### config.mk
export PLATFORM = sky130hd
export DESIGN_NAME = ivec_fetch
export DESIGN_NICKNAME = d
export VERILOG_FILES = /design/src/rtl/ivec_pkg.sv /design/src/rtl/ivec_addr.sv /design/src/rtl/ivec_assemble.sv /design/src/rtl/ivec_fetch.sv
export SDC_FILE = /design/constraint.sdc
export NUM_CORES = 1
export LEC_CHECK = 0
export BUFFER_PORTS_ARGS = -buffer_cell sky130_fd_sc_hd__buf_2
export CORE_MARGIN = 1
export CORE_UTILIZATION = 60
export DETAILED_ROUTE_END_ITERATION = 8
export HOLD_SLACK_MARGIN = 0.02
export PLACE_DENSITY = 0.88
export SYNTH_ARGS = -nofsm -noshare
export SYNTH_HDL_FRONTEND = slang
export SYNTH_HIERARCHICAL = 1
export SYNTH_SLANG_ARGS = --single-unit
### constraint.sdc
create_clock -name clk -period 6.8 [get_ports clk]
set_clock_uncertainty 0.15 [all_clocks]
set_input_delay 1.36 -clock clk [delete_from_list [all_inputs] [get_ports clk]]
set_output_delay 1.36 -clock clk [all_outputs]
set_load 0.05 [all_outputs]
### src/rtl/ivec_pkg.sv
// Shared constants and types for the interrupt vector fetch unit.
// Assumes byte-addressed memory and at most 8 bytes per table entry.
package ivec_pkg;
    localparam int REAL_ENTRY_BYTES = 4;
    localparam int PROT_ENTRY_BYTES = 8;
    localparam int MAX_ENTRY_BYTES  = 8;

    typedef enum logic [1:0] {
        ST_IDLE  = 2'd0,
        ST_FETCH = 2'd1,
        ST_DONE  = 2'd2
    } fetch_state_t;
endpackage

### src/rtl/ivec_addr.sv
// Byte address generator for one table entry.
// Real layout: fixed table at address 0, entry = vector << REAL_SH.
// Protected layout: entry = base + (vector << PROT_SH), wrapping at ADDR_W bits.
// Assumes idx_i stays below the entry size of the selected layout.
module ivec_addr #(
    parameter int VEC_W   = 8,
    parameter int ADDR_W  = 32,
    parameter int IDX_W   = 3,
    parameter int REAL_SH = 2,
    parameter int PROT_SH = 3
) (
    input  logic              prot_mode_i,
    input  logic [VEC_W-1:0]  vec_i,
    input  logic [ADDR_W-1:0] base_i,
    input  logic [IDX_W-1:0]  idx_i,
    output logic [ADDR_W-1:0] addr_o
);
    logic [ADDR_W-1:0] real_off;
    logic [ADDR_W-1:0] prot_off;

    // Select the layout and add the byte index to the entry start.
    always_comb begin
        real_off = ADDR_W'(vec_i) << REAL_SH;
        prot_off = ADDR_W'(vec_i) << PROT_SH;
        if (prot_mode_i)
            addr_o = base_i + prot_off + ADDR_W'(idx_i);
        else
            addr_o = real_off + ADDR_W'(idx_i);
    end
endmodule

### src/rtl/ivec_assemble.sv
// Field assembler: turns the collected little-endian entry bytes into
// selector/segment, offset, attribute and the real-mode physical address.
// Assumes entry_i holds byte k at bits [8k+7:8k].
module ivec_assemble #(
    parameter int PHYS_W  = 20,
    parameter int ENTRY_W = 64
) (
    input  logic               prot_mode_i,
    input  logic [ENTRY_W-1:0] entry_i,
    output logic [15:0]        sel_o,
    output logic [31:0]        off_o,
    output logic [7:0]         attr_o,
    output logic [PHYS_W-1:0]  phys_o
);
    logic [15:0]       lo_half;
    logic [15:0]       mid_half;
    logic [15:0]       top_half;
    logic [PHYS_W-1:0] seg_phys;

    // Split the entry into halves and build the per-mode fields.
    always_comb begin
        lo_half  = entry_i[15:0];
        mid_half = entry_i[31:16];
        top_half = entry_i[63:48];
        seg_phys = PHYS_W'({mid_half, 4'h0}) + PHYS_W'(lo_half);
        sel_o    = mid_half;
        if (prot_mode_i) begin
            off_o  = {top_half, lo_half};
            attr_o = entry_i[47:40];
            phys_o = '0;
        end else begin
            off_o  = {16'h0000, lo_half};
            attr_o = 8'h00;
            phys_o = seg_phys;
        end
    end
endmodule

### src/rtl/ivec_fetch.sv
// Interrupt vector fetch unit (top).
// Takes a start request while idle, latches vector/mode/base, reads the
// table entry one byte per ready cycle, then pulses done for one cycle.
// Assumes memory data is valid in the same cycle as mem_ready_i.
module ivec_fetch
    import ivec_pkg::*;
#(
    parameter int VEC_W    = 8,
    parameter int ADDR_W   = 32,
    parameter int PHYS_W   = 20,
    parameter int REAL_RSV = 5,
    parameter int PROT_RSV = 32
) (
    input  logic              clk,
    input  logic              rst_n,
    input  logic              start_i,
    input  logic [VEC_W-1:0]  vector_i,
    input  logic              prot_mode_i,
    input  logic [ADDR_W-1:0] tbl_base_i,
    output logic              busy_o,
    output logic              mem_rd_o,
    output logic [ADDR_W-1:0] mem_addr_o,
    input  logic              mem_ready_i,
    input  logic [7:0]        mem_data_i,
    output logic              done_o,
    output logic              reserved_o,
    output logic [15:0]       sel_o,
    output logic [31:0]       off_o,
    output logic [7:0]        attr_o,
    output logic [PHYS_W-1:0] phys_o
);
    localparam int IDX_W   = $clog2(MAX_ENTRY_BYTES);
    localparam int ENTRY_W = 8 * MAX_ENTRY_BYTES;
    localparam int REAL_SH = $clog2(REAL_ENTRY_BYTES);
    localparam int PROT_SH = $clog2(PROT_ENTRY_BYTES);

    fetch_state_t       state_q;
    logic [IDX_W-1:0]   idx_q;
    logic [VEC_W-1:0]   vec_q;
    logic               mode_q;
    logic [ADDR_W-1:0]  base_q;
    logic [ENTRY_W-1:0] entry_q;
    logic               resv_q;
    logic [IDX_W-1:0]   last_idx;
    logic               is_last;
    logic               vec_resv;

    // Last byte index of the active layout and the reserved-range test.
    always_comb begin
        last_idx = mode_q ? IDX_W'(PROT_ENTRY_BYTES - 1) : IDX_W'(REAL_ENTRY_BYTES - 1);
        is_last  = (idx_q == last_idx);
        vec_resv = prot_mode_i ? (int'(vector_i) < PROT_RSV) : (int'(vector_i) < REAL_RSV);
    end

    // Sequencer: accept start, collect bytes, pulse done.
    always_ff @(posedge clk) begin
        if (!rst_n) begin
            state_q <= ST_IDLE;
            idx_q   <= '0;
            vec_q   <= '0;
            mode_q  <= 1'b0;
            base_q  <= '0;
            entry_q <= '0;
            resv_q  <= 1'b0;
        end else begin
            case (state_q)
                ST_IDLE: begin
                    if (start_i) begin
                        vec_q   <= vector_i;
                        mode_q  <= prot_mode_i;
                        base_q  <= tbl_base_i;
                        resv_q  <= vec_resv;
                        idx_q   <= '0;
                        state_q <= ST_FETCH;
                    end
                end
                ST_FETCH: begin
                    if (mem_ready_i) begin
                        entry_q[int'(idx_q)*8 +: 8] <= mem_data_i;
                        if (is_last) state_q <= ST_DONE;
                        else         idx_q   <= idx_q + 1'b1;
                    end
                end
                default: state_q <= ST_IDLE;
            endcase
        end
    end

    // Status outputs decoded from the sequencer state.
    always_comb begin
        busy_o     = (state_q != ST_IDLE);
        mem_rd_o   = (state_q == ST_FETCH);
        done_o     = (state_q == ST_DONE);
        reserved_o = resv_q;
    end

    ivec_addr #(
        .VEC_W(VEC_W), .ADDR_W(ADDR_W), .IDX_W(IDX_W),
        .REAL_SH(REAL_SH), .PROT_SH(PROT_SH)
    ) u_addr (
        .prot_mode_i(mode_q),
        .vec_i      (vec_q),
        .base_i     (base_q),
        .idx_i      (idx_q),
        .addr_o     (mem_addr_o)
    );

    ivec_assemble #(
        .PHYS_W(PHYS_W), .ENTRY_W(ENTRY_W)
    ) u_asm (
        .prot_mode_i(mode_q),
        .entry_i    (entry_q),
        .sel_o      (sel_o),
        .off_o      (off_o),
        .attr_o     (attr_o),
        .phys_o     (phys_o)
    );

    AST_ADDR_STEP: assert property (@(posedge clk) disable iff (!rst_n)
        mem_rd_o && mem_ready_i && !is_last |=> mem_addr_o == $past(mem_addr_o) + 1'b1);
    AST_REAL_WINDOW: assert property (@(posedge clk) disable iff (!rst_n)
        mem_rd_o && !mode_q |-> mem_addr_o < ADDR_W'(32'h400));
    AST_STALL_HOLD: assert property (@(posedge clk) disable iff (!rst_n)
        mem_rd_o && !mem_ready_i |=> mem_rd_o && $stable(mem_addr_o));
    AST_DONE_AFTER_LAST: assert property (@(posedge clk) disable iff (!rst_n)
        mem_rd_o && mem_ready_i && is_last |=> done_o && !mem_rd_o);
    AST_DONE_PULSE: assert property (@(posedge clk) disable iff (!rst_n)
        done_o |=> !done_o);
    AST_VEC_LOCKED: assert property (@(posedge clk) disable iff (!rst_n)
        busy_o && !done_o |=> $stable(vec_q) && $stable(mode_q) && $stable(base_q));
    AST_PHYS_NIBBLE: assert property (@(posedge clk) disable iff (!rst_n)
        done_o && !mode_q |-> phys_o[3:0] == off_o[3:0]);
endmodule

==> flow_summary.json, run 1 <==
{
  "path_max_fanout": 13,
  "p_clk_frac": 0.380,
  "clock_latency_ps": 350,
  "wl_met3_um": 1330,
  "cts_setup_buffers": 0,
  "seqPwrFrac": 0.475,
  "path_clk_slew_ps": 80,
  "crit_type": "flop to output port",
  "cts_root_buf": "clkbuf_16",
  "grt_max_degree": 68,
  "p_switching_mw": 0.420,
  "drc": 0,
  "highest_layer": "met4",
  "wl_per_cell_um": 15.9,
  "layout_commonest_cell": "nand2_1",
  "cts_buffers": 9,
  "place.gp.congestion": 0.974,
  "syn-cell-area_mm2": 0.00692,
  "fin_nets": 1054,
  "slew_headroom": 0.221,
  "cts_tree": "done",
  "dp_hpwl_um": 12900,
  "slowest_stage": "nor4bb_4",
  "die_h_um": 109,
  "post-place-cells": 1099,
  "routed-wl-met2_um": 8010,
  "startpoint_type": "flop",
  "dr.first_iter.drc_count": 469,
  "max_slew.worst_pin.slew_ps": 1150,
  "final_util": 0.706,
  "cpMostUsedCell": "a21oi_1",
  "clockBufferDepth": 2,
  "required_ps": 5290,
  "grt_overflow": 0,
  "postCtsHoldBufs": 0,
  "power_mw": 1.36,
  "start_util": 0.628,
  "diodes": 0,
  "clock_sinks": 103,
  "p_int_mw": 0.943,
  "yosysWarnings": 6,
  "rsz0062_at_grt": "no",
  "maxCapViolCount": 0,
  "ir_worst_vdd_v": 0.000172,
  "syn_avg_cell_area_um2": 7.96,
  "comb_power_share": 0.145,
  "grt_pass1_vias": 5800,
  "p_sw_frac": 0.308,
  "post-route-period-util": 0.695,
  "cp.arrival_ps": 3220,
  "timing.hold.ws_ps": 309,
  "post_cts_resized": 0,
  "max_stage_delay_ps": 680,
  "portBuffers": 164,
  "setup_viol": 0,
  "max_freq_mhz": 212,
  "endpoint_kind": "output port",
  "final_cells": 1115,
  "die-area_mm2": 0.0120,
  "grt.total_usage": 0.302,
  "boundaryPins": 165,
  "layout-drive-gt1-share": 0.219,
  "design.core.area_mm2": 0.0110,
  "grt_first_pass_wirelength_um": 28300,
  "wl_um": 17800,
  "antenna_found_initial": 0,
  "wl_met1_um": 8140,
  "hold_viol": 0,
  "powerDensity_mw_per_mm2": 175,
  "num_vias": 6469,
  "cts_max_level": 3,
  "syn_nets": 954,
  "post-route-min-period_ps": 4730,
  "hp-class": "flop to flop",
  "final_max_slew_viol_count": 0,
  "rows": 38,
  "first_pass_iters": 6,
  "power.leakage_nw": 3.53,
  "finalSetupTns_ps": 0,
  "final_cell_mix": "nand2_1 (199), buf_2 (163), dfxtp_1 (102)",
  "dieWidth_um": 109,
  "via_per_inst": 5.80,
  "synthCells": 870,
  "worstPathCellList": "ha_1 > fa_1 > a21oi_1 > o211ai_2 > nor4bb_4 > o31ai_1 > a21oi_1 > buf_2",
  "status": "finished clean",
  "final_antenna_net_count": 0,
  "syn2layout_area_growth_pct": 12.5
}
worst max-delay path, delay by kind of cell (launching register included):
family	cells	cell delay, ps
simple gates	1	680
buf+inv	1	300
fa+ha+maj	2	690
compound gates	4	740
flops	1	440
metrics by stage:
stage / instance area [µm²] / setup WS [ps]
final: 7790 / 2070
after global routing: 7790 / 1900
after CTS: 7790 / 2090
after detailed placement: 7490 / 2470
after global placement: 7490 / 2550
after floorplan: 6920 / 2650
final timing paths:
kind                                  start             end  slack (ps)  cells after the start
worst max register to register     idx_q[0]     entry_q[48]        3900                      6
worst min-delay path            entry_q[50]     entry_q[50]         310                      2
worst max-delay path               idx_q[0]  mem_addr_o[18]        2070                      8
worst min register to register  entry_q[50]     entry_q[50]         310                      2
metal layers:
metal / GRT usage / vias to the layer above
met5: 0 / -
met4: 0.0800 / 0
met3: 0.0628 / 34
met2: 0.474 / 251
met1: 0.422 / 3000
li1: - / 3184
registers in the layout, indices dropped and copies added, names as in the netlist:
name        flops
base_q         32
mode_q          1
vec_q           8
state_q         2
idx_q           3
entry_q        56
reserved_o      1
final cells by class:
| class | instances | area [µm²] |
|---|---|---|
| clock buffer | 9 | 225 |
| clock inverter | 7 | 70.1 |
| fill | 958 | 3240 |
| inverter | 15 | 56.3 |
| multi-input combinational | 674 | 4350 |
| sequential | 103 | 2060 |
| tap | 140 | 175 |
| timing repair buffer | 167 | 846 |
power groups by stage:
stage | Clock (mW) | Sequential (mW) | Combinational (mW)
3_3_place_gp | 0 | 0.660 | 0.192
3_5_place_dp | 0 | 0.661 | 0.195
2_1_floorplan | 0 | 0.650 | 0.152
5_1_grt | 0.549 | 0.651 | 0.215
4_1_cts | 0.524 | 0.646 | 0.196
6_report | 0.519 | 0.647 | 0.198
Power figures use the tool's default switching activity.
==> inputs of run 2 (changes only) <==
- CORE_UTILIZATION: 60 -> 50
- PLACE_DENSITY: 0.88 -> 0.79
- clock period: 6.8 -> 4.23 ns (I/O delays scaled with it)
==> run 2 against run 1 <==
Effect of this change: worst setup slack lost 1800 ps; final cell count grew 3.5%; utilization shrank 12 points; flip-flop and latch count is the same; sequential share of layout area shrank 0.22 points; count of clock-buffer cells in the layout is the same; clock power grew 58%; critical path depth is the same; routed wire length grew 1.1%; via count shrank 1.0%; global-route usage shrank 5.3 points; critical endpoint is now mem_addr_o[14].
==> flow_summary.json, run 2 (synthesized netlist as in run 1, its figures left out) <==
{
  "status": "finished clean",
  "setup_viol": 0,
  "slew_headroom": 0.311,
  "design.core.area_mm2": 0.0134,
  "die-area_mm2": 0.0143,
  "final_antenna_net_count": 0,
  "dr.first_iter.drc_count": 481,
  "rsz0062_at_grt": "no",
  "slowest_stage": "nor4bb_4",
  "clock_sinks": 103,
  "path_buf_inv": 1,
  "final_cell_area_mm2": 0.00785,
  "via_per_inst": 5.55,
  "clockBufferDepth": 2,
  "cp.arrival_ps": 3010,
  "die_h_um": 120,
  "diodes": 0,
  "p_sw_frac": 0.307,
  "num_vias": 6403,
  "cts_buffers": 9,
  "nFillCells": 1272,
  "max_slew.worst_pin.slew_ps": 1030,
  "comb_power_share": 0.148,
  "post_cts_resized": 0,
  "powerDensity_mw_per_mm2": 278,
  "seqPwrFrac": 0.476,
  "p_int_mw": 1.51,
  "syn2layout_area_growth_pct": 13.4,
  "postCtsHoldBufs": 0,
  "endpoint_kind": "output port",
  "startpoint_type": "flop",
  "rows": 42,
  "maxCapViolCount": 0,
  "drc": 0,
  "fin_nets": 1057,
  "boundaryPins": 165,
  "dp_hpwl_um": 13300,
  "portBuffers": 164,
  "grt_first_pass_wirelength_um": 28800,
  "final_cell_mix": "nand2_1 (199), buf_2 (163), dfxtp_1 (102)",
  "antenna_found_initial": 0,
  "cts_setup_buffers": 0,
  "clock_latency_ps": 350,
  "layout-drive-gt1-share": 0.222,
  "largest_register_ffs": 56,
  "required_ps": 3230,
  "p_switching_mw": 0.669,
  "max_stage_delay_ps": 650,
  "cts_tree": "done",
  "hp-class": "flop to flop",
  "grt_overflow": 0,
  "finalSetupTns_ps": 0,
  "crit_type": "flop to output port",
  "cts_max_level": 3,
  "wl_um": 18000,
  "p_clk_frac": 0.377,
  "top_register": "entry_q",
  "dieWidth_um": 120,
  "post-route-period-util": 0.947,
  "grt_pass1_vias": 5787,
  "ir_worst_vdd_v": 0.000218,
  "wl_per_cell_um": 15.6,
  "dpl_cell_area_mm2": 0.00756,
  "place.gp.congestion": 0.898,
  "power.leakage_nw": 3.54,
  "max_freq_mhz": 250,
  "cts_root_buf": "clkbuf_16",
  "cpMostUsedCell": "a21oi_1",
  "post-route-min-period_ps": 4010,
  "final_max_slew_viol_count": 0,
  "hold_viol": 0,
  "start_util": 0.517,
  "top_regs": "entry_q (56), base_q (32), vec_q (8)",
  "grt.total_usage": 0.250,
  "power_mw": 2.18,
  "layout_commonest_cell": "nand2_1",
  "path_clk_slew_ps": 70,
  "worstPathCellList": "ha_1 > fa_1 > a21oi_1 > o211ai_2 > nor4bb_4 > o31ai_1 > a21oi_1 > buf_2",
  "path_max_fanout": 13,
  "grt_max_degree": 85,
  "first_pass_iters": 5,
  "cp_top_family": "compound AO/OA/AOI/OAI gates"
}
run 2: layout make-up:
cell class | count | area [µm²] | share of cell area
Clock buffer | 9 | 225 | 0.0287
Clock inverter | 7 | 66.3 | 0.00844
Inverter | 15 | 56.3 | 0.00717
Multi-Input combinational cell | 674 | 4350 | 0.554
Sequential cell | 103 | 2060 | 0.263
Tap cell | 176 | 220 | 0.0280
Timing Repair Buffer | 170 | 868 | 0.111
run 2: power groups by stage:
stage               clock network [mW]  logic [mW]  registers, mW
floorplan                            0       0.245           1.04
global placement                     0       0.317           1.06
detailed placement                   0       0.320           1.06
CTS                              0.840       0.321           1.04
global route                     0.878       0.351           1.04
finish                           0.822       0.322           1.04
run 2: through the flow:
stage                     setup WS [ps]  std cells  hold WS, ps  utilization
after floorplan                     593        870          280            -
after global placement              671       1138          292        0.564
after detailed placement            612       1138          293        0.564
after CTS                           223       1154          308        0.586
after global routing               40.7       1154          327        0.586
final                               223       1154          304        0.586
run 2: path summary, 6_finish.rpt:
check | startpoint | end | slack [ps] | cells after the start
worst min register to register | entry_q[42] | entry_q[42] | 300 | 2
worst min-delay path | entry_q[42] | entry_q[42] | 300 | 2
worst max register to register | idx_q[1] | entry_q[54] | 1590 | 6
worst max-delay path | base_q[0] | mem_addr_o[14] | 220 | 8
run 2: tightest hold or removal path, cell delays in order (launching register included):
cell and delay, ps:
dfxtp_1 310, nand2_1 50, mux2i_1 50
run 2: per-layer routing:
metal / routed length (µm) / track usage
met3: 984 / 0.0490
met5: 0 / 0
met1: 8780 / 0.364
met4: 193 / 0.0516
met2: 8000 / 0.380
